[config.mk]
export PLATFORM = sky130hd
export DESIGN_NAME = pps_timekeeper
export DESIGN_NICKNAME = d
export VERILOG_FILES = /design/src/rtl/ppsg_pkg.sv /design/src/rtl/ppsg_timebase.sv /design/src/rtl/ppsg_adj_ctrl.sv /design/src/rtl/ppsg_pulse_shaper.sv /design/src/rtl/pps_timekeeper.sv
export SDC_FILE = /design/constraint.sdc
export NUM_CORES = 1
export LEC_CHECK = 0
export ABC_CLOCK_PERIOD_IN_PS = 7500
export CORE_MARGIN = 10
export CORE_UTILIZATION = 60
export DETAILED_ROUTE_END_ITERATION = 12
export DONT_BUFFER_PORTS = 1
export PLACE_DENSITY = 0.88
export SLEW_MARGIN = 20
export SYNTH_ARGS = -nofsm -noshare
export SYNTH_HDL_FRONTEND = slang
export SYNTH_SLANG_ARGS = --single-unit
[constraint.sdc]
create_clock -name clk -period 7.5 [get_ports clk]
set_clock_uncertainty 0.05 [all_clocks]
set_input_delay 2.25 -clock clk [delete_from_list [all_inputs] [get_ports clk]]
set_output_delay 2.25 -clock clk [all_outputs]
set_load 0.05 [all_outputs]
[src/rtl/ppsg_pkg.sv]
package ppsg_pkg;

    localparam int CYC_W    = 28;
    localparam int SEC_LO_W = 32;
    localparam int SEC_HI_W = 8;
    localparam int SEC_W    = SEC_LO_W + SEC_HI_W;

    typedef logic [CYC_W-1:0] cyc_t;
    typedef logic [SEC_W-1:0] sec_t;

    typedef struct packed {
        sec_t sec;
        cyc_t cyc;
    } tod_t;

    typedef enum logic [2:0] {
        OP_HOLD,
        OP_RUN,
        OP_ROLL,
        OP_ROLL_ADJ,
        OP_SET
    } tb_op_e;

    // Next time value at a second boundary with a signed offset applied.
    function automatic tod_t roll_with_offset(sec_t sec_now, tod_t delta, cyc_t limit);
        tod_t r;
        r.sec = sec_now + sec_t'(1) + delta.sec;
        if (delta.cyc[CYC_W-1]) begin
            r.cyc = limit + delta.cyc;
            r.sec = r.sec - sec_t'(1);
        end else begin
            r.cyc = delta.cyc;
        end
        return r;
    endfunction

endpackage

[src/rtl/ppsg_timebase.sv]
module ppsg_timebase
    import ppsg_pkg::*;
#(
    parameter int unsigned CYCLES_PER_SEC = 125_000_000
) (
    input  logic clk,
    input  logic rst,
    input  logic en,
    input  logic set_stb,
    input  tod_t set_val,
    input  logic adj_pend,
    input  tod_t adj_val,
    output tod_t tod_q,
    output logic adj_applied,
    output logic zero_load
);

    localparam cyc_t LIMIT    = cyc_t'(CYCLES_PER_SEC);
    localparam cyc_t LAST_CYC = cyc_t'(CYCLES_PER_SEC - 1);

    tb_op_e op;
    tod_t   tod_d;

    always_comb begin
        if (set_stb)
            op = OP_SET;
        else if (!en)
            op = OP_HOLD;
        else if (tod_q.cyc == LAST_CYC)
            op = adj_pend ? OP_ROLL_ADJ : OP_ROLL;
        else
            op = OP_RUN;
    end

    always_comb begin
        tod_d = tod_q;
        case (op)
            OP_SET:      tod_d = set_val;
            OP_RUN:      tod_d.cyc = tod_q.cyc + cyc_t'(1);
            OP_ROLL: begin
                tod_d.cyc = '0;
                tod_d.sec = tod_q.sec + sec_t'(1);
            end
            OP_ROLL_ADJ: tod_d = roll_with_offset(tod_q.sec, adj_val, LIMIT);
            default:     tod_d = tod_q;
        endcase
    end

    always_ff @(posedge clk) begin
        if (rst)
            tod_q <= '0;
        else
            tod_q <= tod_d;
    end

    assign adj_applied = (op == OP_ROLL_ADJ);
    assign zero_load   = (op != OP_HOLD) && (op != OP_RUN) && (tod_d.cyc == '0);


    cyc_range_chk: assert property (@(posedge clk) disable iff (rst)
        tod_q.cyc <= LAST_CYC);


    run_step_chk: assert property (@(posedge clk) disable iff (rst)
        (en && !set_stb && tod_q.cyc != LAST_CYC)
        |=> (tod_q.cyc == $past(tod_q.cyc) + cyc_t'(1)) && $stable(tod_q.sec));


    wrap_chk: assert property (@(posedge clk) disable iff (rst)
        (en && !set_stb && !adj_pend && tod_q.cyc == LAST_CYC)
        |=> (tod_q.cyc == '0) && (tod_q.sec == $past(tod_q.sec) + sec_t'(1)));


    hold_chk: assert property (@(posedge clk) disable iff (rst)
        (!en && !set_stb) |=> $stable(tod_q));


    set_load_chk: assert property (@(posedge clk) disable iff (rst)
        set_stb |=> (tod_q == $past(set_val)));

endmodule

[src/rtl/ppsg_adj_ctrl.sv]
module ppsg_adj_ctrl
    import ppsg_pkg::*;
(
    input  logic clk,
    input  logic rst,
    input  logic adj_req,
    input  logic set_req,
    input  logic applied,
    input  tod_t req_delta,
    output logic busy,
    output tod_t delta
);

    always_ff @(posedge clk) begin
        if (rst) begin
            busy  <= 1'b0;
            delta <= '0;
        end else if (set_req || applied) begin
            busy <= 1'b0;
        end else if (adj_req && !busy) begin
            busy  <= 1'b1;
            delta <= req_delta;
        end
    end


    capture_chk: assert property (@(posedge clk) disable iff (rst)
        (adj_req && !busy && !set_req) |=> busy && (delta == $past(req_delta)));


    keep_offset_chk: assert property (@(posedge clk) disable iff (rst)
        (busy && !applied && !set_req) |=> busy && $stable(delta));


    clear_chk: assert property (@(posedge clk) disable iff (rst)
        (applied || set_req) |=> !busy);

endmodule

[src/rtl/ppsg_pulse_shaper.sv]
module ppsg_pulse_shaper #(
    parameter int PW_W = 28
) (
    input  logic            clk,
    input  logic            rst,
    input  logic            start,
    input  logic [PW_W-1:0] width,
    output logic            pulse
);

    logic [PW_W-1:0] remain;

    always_ff @(posedge clk) begin
        if (rst)
            remain <= '0;
        else if (start)
            remain <= width;
        else if (remain != '0)
            remain <= remain - PW_W'(1);
    end

    assign pulse = (remain != '0);


    start_chk: assert property (@(posedge clk) disable iff (rst)
        start |=> (pulse == ($past(width) != '0)));


    end_chk: assert property (@(posedge clk) disable iff (rst)
        (!start && remain <= PW_W'(1)) |=> !pulse);


    rise_chk: assert property (@(posedge clk) disable iff (rst)
        $rose(pulse) |-> $past(start));

endmodule

[src/rtl/pps_timekeeper.sv]
module pps_timekeeper
    import ppsg_pkg::*;
#(
    parameter int unsigned CYCLES_PER_SEC = 125_000_000,
    parameter int          PW_W           = 28
) (
    input  logic                clk,
    input  logic                rst,
    input  logic                cnt_en,
    input  logic [PW_W-1:0]     pulse_width,
    input  logic                set_req,
    input  logic                adj_req,
    input  logic [SEC_LO_W-1:0] shadow_sec_lo,
    input  logic [SEC_HI_W-1:0] shadow_sec_hi,
    input  logic [CYC_W-1:0]    shadow_cyc,
    output logic [SEC_W-1:0]    sec_o,
    output logic [CYC_W-1:0]    cyc_o,
    output logic                pps_o,
    output logic                busy_o
);

    tod_t shadow;
    tod_t tod;
    tod_t pend_delta;
    logic applied;
    logic zero_load;
    logic busy;

    assign shadow.sec = {shadow_sec_hi, shadow_sec_lo};
    assign shadow.cyc = shadow_cyc;

    ppsg_adj_ctrl u_adj (
        .clk       (clk),
        .rst       (rst),
        .adj_req   (adj_req),
        .set_req   (set_req),
        .applied   (applied),
        .req_delta (shadow),
        .busy      (busy),
        .delta     (pend_delta)
    );

    ppsg_timebase #(.CYCLES_PER_SEC(CYCLES_PER_SEC)) u_tb (
        .clk         (clk),
        .rst         (rst),
        .en          (cnt_en),
        .set_stb     (set_req),
        .set_val     (shadow),
        .adj_pend    (busy),
        .adj_val     (pend_delta),
        .tod_q       (tod),
        .adj_applied (applied),
        .zero_load   (zero_load)
    );

    ppsg_pulse_shaper #(.PW_W(PW_W)) u_pulse (
        .clk   (clk),
        .rst   (rst),
        .start (zero_load),
        .width (pulse_width),
        .pulse (pps_o)
    );

    assign sec_o  = tod.sec;
    assign cyc_o  = tod.cyc;
    assign busy_o = busy;


    pulse_align_chk: assert property (@(posedge clk) disable iff (rst)
        $rose(pps_o) |-> (cyc_o == '0));


    set_cancel_chk: assert property (@(posedge clk) disable iff (rst)
        set_req |=> !busy_o);

endmodule

---- Yosys cells after proc, flatten, opt, wreduce, memory -nomap -nowiden ----
Index checks and enable logic that the tools add are counted.
operators by class
  $add $sub $neg .......................... 6
  bitwise logic cells ..................... 1
  eq/ne operators ......................... 6
  reduce and logical (&&, ||, !) cells .... 12
  multiplexer cells ....................... 10
operators with widths
  cell                                                    number
  one-hot mux 40 bit (3 select lines)                     1
  one-hot mux 28 bit (4 select lines)                     1
  two-way mux 28 bit                                      3
  adder 40 x 1 -> 40 bit (second input constant)          1
  adder 40 bit                                            1
  two-way mux 40 bit                                      1
  subtractor 40 x 1 -> 40 bit (second input constant)     1
  adder 27 x 28 -> 28 bit (first input constant)          1
  adder 28 x 1 -> 28 bit (second input constant)          1
  == test 28 x 27 -> 1 bit (second input constant)        1
  logical NOT 28 bit                                      1
  nonzero test 28 bit                                     1
  subtractor 28 x 1 -> 28 bit (second input constant)     1
  two-way mux 3 bit                                       3
  == test 3 x 2 -> 1 bit (second input constant)          2
  nonzero test 3 bit                                      2
  == test 3 x 1 -> 1 bit (second input constant)          1
  == test 3 bit (second input constant)                   1
  logical AND 1 bit                                       3
  inequality test 3 x 1 -> 1 bit (second input constant)  1
  AND reduction 2 bit                                     1
  nonzero test 2 bit                                      1
  OR reduction 2 bit                                      1
  logical NOT 1 bit                                       1
  other kinds (3)                                         3
word-level totals
  output and inout bits ................... 70
  register bits after elaboration ......... 165

---- Logic depth before layout (Yosys ltp) ----
Gate-level depths: netlist (run 1).
  depth after elaboration ................. 9
  depth in mapped cells ................... 22
  depth with buffers taken out ............ 21

---- By module ----
Synthesis (run 1) repeated with hierarchy kept, for this count alone.
unflattened totals
  cell total of the unflattened synthesis .. 1749
  area, all modules ....................... 13375.3 µm²
modules (own cells, without submodules)
  module             area each (µm²)  cells each  instances
  ppsg_timebase      8680.8           1260        1
  ppsg_adj_ctrl      3079.2           299         1
  ppsg_pulse_shaper  1615.3           190         1

---- Least setup slack after synthesis (run 1) ----
OpenSTA, ideal clock, no wires.
  path type ............................... register to output
  start ................................... reg u_pulse.remain[6]
  end ..................................... out pps_o
  data required time ...................... 5.200 ns
  setup slack ............................. 2.308 ns
  arrival time ............................ 2.892 ns
  stages on the path, launching flop included .. 9
  buffers on the path ..................... 1
  path through ............................ dfxtp_1 or4_1 nor4_1 or4b_1 nor2b_1 nand2_1 nor3_2 clkbuf_1 inv_1
on the way
  cells in the longest elaborated chain, start to end .. 1
RTL lines
  what                    RTL line                 RTL
  start, declared         ppsg_pulse_shaper.sv:11  logic [PW_W-1:0] remain;
  start signal, assigned  ppsg_pulse_shaper.sv:17  remain <= width;
  start signal, assigned  ppsg_pulse_shaper.sv:19  remain <= remain - PW_W'(1);
  nonzero test 28 bit     ppsg_pulse_shaper.sv:22  assign pulse = (remain != '0);
  end, declared           pps_timekeeper.sv:18     output logic pps_o,
No other way between the ends.

---- Worst setup path after layout (run 1) ----
  start ................................... reg u_tb.tod_q[28] (netlist bit)
  end ..................................... reg u_tb.tod_q[64] (netlist bit)
on the way
  cells in the longest elaborated chain, start to end .. 5
RTL lines
  what                                   RTL line                             RTL
  start, declared                        ppsg_timebase.sv:13                  output tod_t tod_q,
  start signal, assigned                 ppsg_timebase.sv:53                  tod_q <= tod_d;
  adder 40 x 1 -> 40 bit *               ppsg_pkg.sv:27, ppsg_timebase.sv:42
  adder 40 bit                           ppsg_pkg.sv:27                       r.sec = sec_now + sec_t'(1) + delta.sec;
  subtractor 40 x 1 -> 40 bit            ppsg_pkg.sv:30                       r.sec = r.sec - sec_t'(1);
  two-way mux 40 bit                     ppsg_pkg.sv:28                       if (delta.cyc[CYC_W-1]) begin
  one-hot mux 40 bit (3 select lines) *  ppsg_timebase.sv:37                  case (op)
Mark *: on every way between the ends. The rest lies on a longest branch, timed or not.
A chain may end at the register's enable or synchronous reset.

==> summary by stage, run 1 <==
Worst setup path
The start of the worst register-to-register path is u_tb.tod_q[28]. In this design, the stage delay of the slowest critical-path cell is 740 ps. On the critical path the largest part of the delay comes from simple AND/OR/NAND/NOR gates. The data arrival time of the worst path is between 6000 and 7000 ps.

The standard cell with the maximum stage delay on the critical path is sky130_fd_sc_hd__dfxtp_1. The worst setup path is captured at a flop. By startpoint and endpoint, the worst setup path is classified as flop to flop. The cell count of the worst reg-to-reg path is 18.

Traced cell by cell, the critical path runs through nand4_1 -> nor2b_1 -> nand2_1 -> nor2_1 -> nand3_1 -> xnor2_1 -> ha_1 -> nand2_1 -> o21ai_0 -> a21oi_1 -> mux2i_1 -> a311o_1 -> o21ai_1 -> nor4_2 -> and4_1 -> and3_1 -> o21ai_1 -> a311oi_1. For the worst setup path, the data required time is 7770 ps. The setup slack of the worst register-to-register path is 1170 ps. STA classifies the critical path startpoint as a flop. The endpoint identified for the worst register-to-register timing path is u_tb.tod_q[64]. The highest net fanout along the worst path is 9. Counting both buffers and inverters, the worst setup path holds a total of 0. The total stage count of the critical path is 18.

Final layout
The area growth from synthesis to layout is 5.01%. In the layout the commonest cells are sky130_fd_sc_hd__nand2_1 (291), sky130_fd_sc_hd__a21oi_1 (179), sky130_fd_sc_hd__nor2_1 (170), sky130_fd_sc_hd__dfxtp_1 (164), sky130_fd_sc_hd__xnor2_1 (83). Of the cells placed in the final design, the portion with a size suffix greater than 1 is 4.12%.

The final layout net count is 1,859. The library cell used most frequently in the layout, excluding fill and tap cells, is sky130_fd_sc_hd__nand2_1.

Place
Input and output buffers added on the ports amount to 0. The sum of net half-perimeters after detailed placement is 31,900 um. The congestion estimate from routability-driven global placement came to roughly 1.

CTS
The hold buffer count at CTS is 0. For the worst-skew pair, the clock arrives at the later sink with an insertion delay of approximately 440 ps. CTS built an H-tree with a depth of 4. The clock buffer count from CTS is 17.

The post-cts gate resize count is 0. Clock tree synthesis selected as its root buffer the cell sky130_fd_sc_hd__clkbuf_16. TritonCTS built the clock tree. The clock transition at the registers of the reported paths is roughly 70 ps. Once the clock tree was built, the setup fixing pass inserted 0 buffers. Clock tree synthesis found a total of 165 sinks.

The number of buffers on the longest clock path is 2.

Synth
The count of cell types in the netlist is 85. The number of warnings reported in the yosys synthesis log is 0. Yosys mapped a number of flops with a built-in enable equal to 0. The async set or reset register ratio after synthesis is 0%.

The synthesized flop and latch total is 165. The post-synthesis area per instance is 7.19 um^2. Counting every instance in the synthesized netlist gives 1,781. Sequential cells were found to cover 25.8% of the synthesized design area. The number of nets handed over by synthesis was between 1,500 and 2,000. Among all flip-flop cells after synthesis, the most frequent one is sky130_fd_sc_hd__dfxtp_1.

Summing every instance area after synthesis gives 0.0128 mm^2.

Global route
In the global route stage, overall resource usage came out at between 20 and 30%. The global-route wire length before repair is around 69,000 um. The initial antenna violation count is 0. The leftover overflow at the end of global routing is 0. Entering global routing, the biggest net connects approximately 170 pins. The via count of the first global-routing pass is about 13,000.

Power
The leakage power total is 4.77 nW. The power density over cell area is ~220 mW/mm^2. The worst voltage drop across the vdd grid is approximately 270 uV. The completed layout was analyzed and its total power is 3.01 mW.

Die
The boundary pin count is 171. The effective utilization at floorplan is about three fifths. The width of the die is approximately 170 um.

The die covers 0.0276 mm^2. The core region is 0.0210 mm^2. From bottom edge to top edge, the die measures between 150 and 200 um. The floorplan has 53 rows.

Min path
Counting instances, the worst hold path has a depth of 2. The worst-case hold path end point is u_adj.delta[3]. The source of the worst hold timing path is u_adj.delta[3]. The type of the most critical hold path is flop to flop.

Status
The run finished with clean final reports.

Timing
The relative slew slack is 31.0%. The count of final hold-check violations was 0. The count of endpoints failing setup in the final report is 0. The slew at the pin closest to its max-slew limit is ~1000 ps.

The final critical-path required period is 6330 ps. For this run, the top clock speed supported by timing is about 160 MHz. The final critical path takes up 84.4% of the cycle. Setup repair after global routing left no endpoint under its margin.

The number of pins exceeding their max-slew limit in the final report came to 0. Adding up every negative setup slack in the final design gives 0 ps.

Routing
In this run the remaining antenna-violating nets after routing total 0. The detailed-router iteration count before antenna repair is 7. The via count of the routed design is roughly 14,000.

The detailed router finished its first iteration with 1,718 violations. Dividing the detail-routed wire length by the instance count gives 21.7 um. The DRC violation count after routing is 0. The post-detailed-routing wire length is 43,400 um.

The detail-routed via count per cell is slightly below 7.

Run
The total of max-cap violations is 0.
## registers in the layout, indices dropped and copies added (netlist names)
register,flops
u_pulse.remain,28
u_tb.tod_q,68
u_adj.delta,68
u_adj.busy,1
## per-stage QoR
stage,setup slack [ps],std cells,area [um^2],util [%],hold WS [ps]
detailed placement,1500,1969,12900,61.2,391
finish,1170,2001,13400,63.9,404
global placement,1610,1969,12900,61.2,384
floorplan,2310,1781,12800,-,382
CTS,1360,2000,13400,63.9,402
global route,733,2000,13400,63.9,425
## synthesized netlist by cell type, types with 14 or more instances
master                     count  share of area, %
sky130_fd_sc_hd__and3_1       24               1.2
sky130_fd_sc_hd__o21ai_0      65               2.5
sky130_fd_sc_hd__nor4_1       23               1.1
sky130_fd_sc_hd__nor2b_1      15              0.73
sky130_fd_sc_hd__clkbuf_1     87               2.6
sky130_fd_sc_hd__a211oi_1     50               2.9
sky130_fd_sc_hd__a31oi_1      18              0.88
sky130_fd_sc_hd__o21a_1       17               1.0
sky130_fd_sc_hd__dfxtp_1     165                26
sky130_fd_sc_hd__a21oi_1     179               7.0
sky130_fd_sc_hd__and2_1       19              0.93
sky130_fd_sc_hd__nand3_1      45               1.8
sky130_fd_sc_hd__nand2b_1     15              0.73
sky130_fd_sc_hd__xnor2_1      83               5.7
sky130_fd_sc_hd__ha_1         44               4.3
sky130_fd_sc_hd__a21o_1       14              0.82
sky130_fd_sc_hd__o211ai_1     18               1.1
sky130_fd_sc_hd__o21ai_1      20              0.78
sky130_fd_sc_hd__nor3_1       70               2.7
sky130_fd_sc_hd__nor2_1      171               5.0
sky130_fd_sc_hd__xor2_1       45               3.1
sky130_fd_sc_hd__nand2_1     292               8.6
sky130_fd_sc_hd__inv_1        26              0.76
sky130_fd_sc_hd__nand4_1      38               1.9
sky130_fd_sc_hd__or3_1        37               1.8
## routing by layer
layer | up-vias | track usage [%] | part of all wire (%)
li1 | 6363 | - | -
met1 | 6425 | 37.1 | 40
met2 | 867 | 47.0 | 45
met3 | 147 | 7.95 | 11
met4 | 0 | 13.3 | 4.0
met5 | - | 0 | 0
## kinds of logic after synthesis
group,share of synthesized area (%)
mux,0.938
fa+ha+maj,4.46
simple gates,30.7
xor+xnor,9.06
buf+inv,3.93
compound gates,25.1
flops,25.8
## cell type report
cell class / count / area [um^2]
multi-input cells: 1490 / 9010
repair buffers: 13 / 97.6
fillers: 1856 / 7580
clock inverters: 12 / 141
clock buffers: 19 / 443
flip-flops and latches: 165 / 3300
inverters: 26 / 97.6
diodes: 1 / 2.50
well taps: 275 / 344
## worst max path at each step
stage,startpoint,end,slack (ps)
after CTS,u_tb.tod_q[28],u_tb.tod_q[64],1360
after global placement,u_tb.tod_q[28],u_tb.tod_q[67],1610
final,u_tb.tod_q[28],u_tb.tod_q[64],1170
after detailed placement,u_tb.tod_q[28],u_tb.tod_q[64],1500
after global routing,u_tb.tod_q[28],u_tb.tod_q[67],730
after floorplan,u_pulse.remain[6],pps_o,2310
## worst min-delay path: cells and delay by family, from the launching register on
kind | cells | cell delay [ps]
AND/OR/NAND/NOR | 1 | 50
AO/OA/AOI/OAI | 1 | 50
flip-flops | 1 | 310
## where the power goes
| group | switching [mW] | leakage (nW) | internal [mW] | total [mW] |
|---|---|---|---|---|
| Sequential | 0.240 | 1.36 | 0.985 | 1.22 |
| Clock | 0.414 | 0.281 | 0.480 | 0.894 |
| Combinational | 0.504 | 3.13 | 0.383 | 0.887 |
| Total | 1.16 | 4.77 | 1.85 | 3.01 |
Power figures use the tool's default switching activity.
==> inputs of run 2 (changes only) <==
--- a/config.mk
+++ b/config.mk
@@ -5,12 +5,12 @@
 export SDC_FILE = /design/constraint.sdc
 export NUM_CORES = 1
 export LEC_CHECK = 0
-export ABC_CLOCK_PERIOD_IN_PS = 7500
+export ABC_CLOCK_PERIOD_IN_PS = 5400
 export CORE_MARGIN = 10
-export CORE_UTILIZATION = 60
+export CORE_UTILIZATION = 59
 export DETAILED_ROUTE_END_ITERATION = 12
 export DONT_BUFFER_PORTS = 1
-export PLACE_DENSITY = 0.88
+export PLACE_DENSITY = 0.9
 export SLEW_MARGIN = 20
 export SYNTH_ARGS = -nofsm -noshare
 export SYNTH_HDL_FRONTEND = slang
==> constraint.sdc (replaced) <==
create_clock -name clk -period 5.4 [get_ports clk]
set_clock_uncertainty 0.05 [all_clocks]
set_input_delay 1.62 -clock clk [delete_from_list [all_inputs] [get_ports clk]]
set_output_delay 1.62 -clock clk [all_outputs]
set_load 0.05 [all_outputs]
==> run 2 against run 1 <==
Critical path depth fell by 3; final area rose by 3.8%; register-to-register slack got worse by 950 ps.
==> summary by stage, run 2 (synthesis gave the netlist of run 1 again) <==
Worst setup path
The start of the worst register-to-register path is u_tb.tod_q[30]. The data arrival time of the worst path was 5440 ps (-1160 ps). The setup slack of the worst register-to-register path is 230 ps (-950 ps). The worst reg2reg path endpoint is u_tb.tod_q[60]. The critical path class is flop to flop.

STA classifies the critical path endpoint as a flop. The cell count of the worst reg-to-reg path is 15 (-3). The highest net fanout along the worst path is 5 (-4).

The worst setup path is launched from a flop. The required time of the critical path is 5670 ps (-2100 ps).

Timing
Setup repair after global routing could not meet its margin everywhere. The count of final hold-check violations is 0 (unchanged). The slew at the pin closest to its max-slew limit came to 1040 ps (+2.38 ps). The peak clock frequency supported by timing was 193 MHz (+22%). The post-route worst setup slack came to 228 ps (-946 ps). The count of endpoints failing setup in the final report is 0 (unchanged). The number of pins exceeding their max-slew limit in the final report was 0 (unchanged).

The final critical-path required period is 5170 ps (-1150 ps). The relative slew slack is 30.9% (about the same). The fraction of the cycle the final worst path needs is 95.8% (+11 points).

Routing
The post-detailed-routing wire length is 44,600 um (+2.8%). The via count of the routed design is 14,076 (+2.0%). The met2 wire length is 19,900 um (+2.2%). The routed length on met3 is 5160 um (+10%).

The number of nets with antenna violations after detailed routing was 0 (unchanged). The DRC violation count after routing was 0 (unchanged). The detailed-routing wirelength on met1 is 17,800 um (+1.8%). The top layer used by detailed routing is met4. The number of DRC markers after the initial detailed-route iteration was 1,769 (+3.0%). The detailed-router iteration count before antenna repair was 7 (unchanged). The average detailed-routed wire length per instance is 21.7 um (about the same).

The detail-routed via count per cell is 6.84 (-0.84%).

Power
The cell-internal power came to 2.66 mW (+44%). The net switching power figure is 1.68 mW (+45%). The leakage power total is 5.09 nW (+6.7%). The worst voltage drop across the vdd grid was 343 uV (+28%). The switching fraction of total power is 38.6% (+0.12 points). The power density over cell area is 311 mW/mm^2 (+39%). The proportion of power drawn by flip-flops and latches came to 36.0% (-4.7 points). The clock share of power is 30.8% (+1.0 points).

The power share of the combinational group is 33.2% (+3.7 points).

CTS
The hold buffer count at CTS is 0 (unchanged). The H-tree depth reported by CTS is 4 (unchanged). The clock transition at the registers of the reported paths is 70 ps (about the same). The worst-skew pair later-pin latency is 440 ps (about the same).

The clock tree from TritonCTS is yes. The clock buffer count from CTS is 17 (unchanged). The clock root buffer is sky130_fd_sc_hd__clkbuf_16.

The total number of clock tree sinks was 165 (unchanged). The number of buffers on the longest clock path was 2 (unchanged).

Final layout
The count of fill cells added during filler insertion came to 1,823 (-1.8%). The top cell types in the final layout, fill and taps aside, are sky130_fd_sc_hd__nand2_1 (291), sky130_fd_sc_hd__a21oi_1 (178), sky130_fd_sc_hd__nor2_1 (168), sky130_fd_sc_hd__dfxtp_1 (164), sky130_fd_sc_hd__xnor2_1 (83). The post-layout instance count excluding filler cells is 2,058 (+2.8%). The count of inserted antenna diode cells was 0 (-1). The design area is 0.0140 mm^2 (+3.8%). The area added between synthesis and finish is 9.00%.

The register area is 0.00330 mm^2 (unchanged). The ratio of cells with drive above 1 in the final layout was 7.52% (+3.4 points). The area used by multi-input combinational logic was 0.00904 mm^2 (+0.33%). The final layout net count is 1,916 (+3.1%). The largest registers in the layout are u_adj.delta: 68 flops, u_tb.tod_q: 68 flops, u_pulse.remain: 28 flops. The most common cell after layout, fill and taps aside is sky130_fd_sc_hd__nand2_1.

Place
The number of placed instances with taps included came to 2,025 (+2.8%). The last weighted congestion value of the routability-driven placer came to 1.08 (+8.7%). The count of buffers from port buffering is 0 (unchanged). The placed instance area was 0.0133 mm^2 (+3.3%). The setup slack after placement is 376 ps (-1120 ps). The sum of net half-perimeters after detailed placement came to 32,600 um (+2.1%).

Global route
The initial antenna violation count is 0 (unchanged). The global-route usage over all layers is 29.8% (+0.050 points). The leftover overflow at the end of global routing is 0 (unchanged). The global-route wire length before repair is 70,000 um (+0.76%). The maximum number of pins on one net before global-route repair is 166 (unchanged).

The via count of the first global-routing pass is 12,910 (-0.29%).

Die
The y dimension of the die was 167 um (+0.74%). The area of the placeable core came to 0.0212 mm^2 (+0.63%). The die area came to 0.0280 mm^2 (+1.5%). The boundary pin count is 171 (unchanged).

The number of cell rows is 53 (unchanged). The width of the die is 167 um (+0.74%). The effective utilization at floorplan is 60.5% (-0.38 points).

Min path
The type of the most critical hold path is flop to flop. The source of the worst hold timing path is u_adj.delta[66]. The instance count along the most critical hold path was 2 (unchanged). For hold timing, the worst endpoint is u_adj.delta[66].

Run
The total of max-cap violations is 0 (unchanged).

Status
The flow ran to the end, and the final reports show no timing, DRC or antenna violations.
## run 2: worst max-delay path by stage
stage | cells after the start | slack (ps) | to | start
after floorplan | 20 | 440 | u_tb.tod_q[64] | u_tb.tod_q[30]
after global placement | 22 | 580 | u_tb.tod_q[67] | u_tb.tod_q[28]
after detailed placement | 22 | 380 | u_tb.tod_q[67] | u_tb.tod_q[28]
after CTS | 8 | 150 | pps_o | u_pulse.remain[6]
after global routing | 22 | -20 | u_tb.tod_q[67] | u_tb.tod_q[28]
final | 15 | 230 | u_tb.tod_q[60] | u_tb.tod_q[30]
## run 2: power by group through the flow
| stage | Combinational [mW] | Sequential (mW) | Clock (mW) |
|---|---|---|---|
| final | 1.44 | 1.56 | 1.34 |
| after global routing | 1.59 | 1.58 | 1.39 |
| after CTS | 1.41 | 1.56 | 1.35 |
| after detailed placement | 1.40 | 1.58 | 0 |
| after global placement | 1.35 | 1.57 | 0 |
| after floorplan | 1.02 | 1.66 | 0 |
## run 2: stage by stage
stage	hold WS, ps	power (mW)	TNS (ps)	utilization [%]
2_1_floorplan	382	2.68	0	-
3_3_place_gp	385	2.93	0	62.8
3_5_place_dp	394	2.98	0	62.8
4_1_cts	406	4.31	0	65.8
5_1_grt	426	4.56	-40.2	66.0
6_report	408	4.34	0	66.0
## run 2: what timing repair did
item                                   4_1_cts  5_1_grt
endpoints found under the hold margin        0        0
setup endpoints to repair                    0        7
buffers inserted                             0        1
gates resized for setup                      0        8
## run 2: cell type report
class / instances / area share (%)
clock inverters: 15 / 1.53
multi-input cells: 1490 / 64.8
clock buffers: 17 / 3.05
flip-flops and latches: 165 / 23.7
well taps: 275 / 2.47
repair buffers: 70 / 3.77
inverters: 26 / 0.699
## run 2: per-layer routing
layer / track usage [%] / vias up
met5: 0 / -
met4: 12.0 / 0
met3: 7.42 / 147
met2: 46.9 / 900
met1: 38.1 / 6556
li1: - / 6473
## run 2: critical path, cell delays in order, from the launching register on
cell and delay, ps:
sky130_fd_sc_hd__dfxtp_1 390, sky130_fd_sc_hd__buf_4 240, sky130_fd_sc_hd__nand3_1 140, sky130_fd_sc_hd__xnor2_1 270, sky130_fd_sc_hd__ha_1 350, sky130_fd_sc_hd__and2_4 210
sky130_fd_sc_hd__a221oi_2 410, sky130_fd_sc_hd__a2111oi_0 190, sky130_fd_sc_hd__a211oi_1 470, sky130_fd_sc_hd__nor4b_1 630, sky130_fd_sc_hd__nand3_1 380, sky130_fd_sc_hd__nor4_4 310
sky130_fd_sc_hd__nand4_1 270, sky130_fd_sc_hd__nor4b_2 390, sky130_fd_sc_hd__mux2i_1 250, sky130_fd_sc_hd__o31ai_1 90
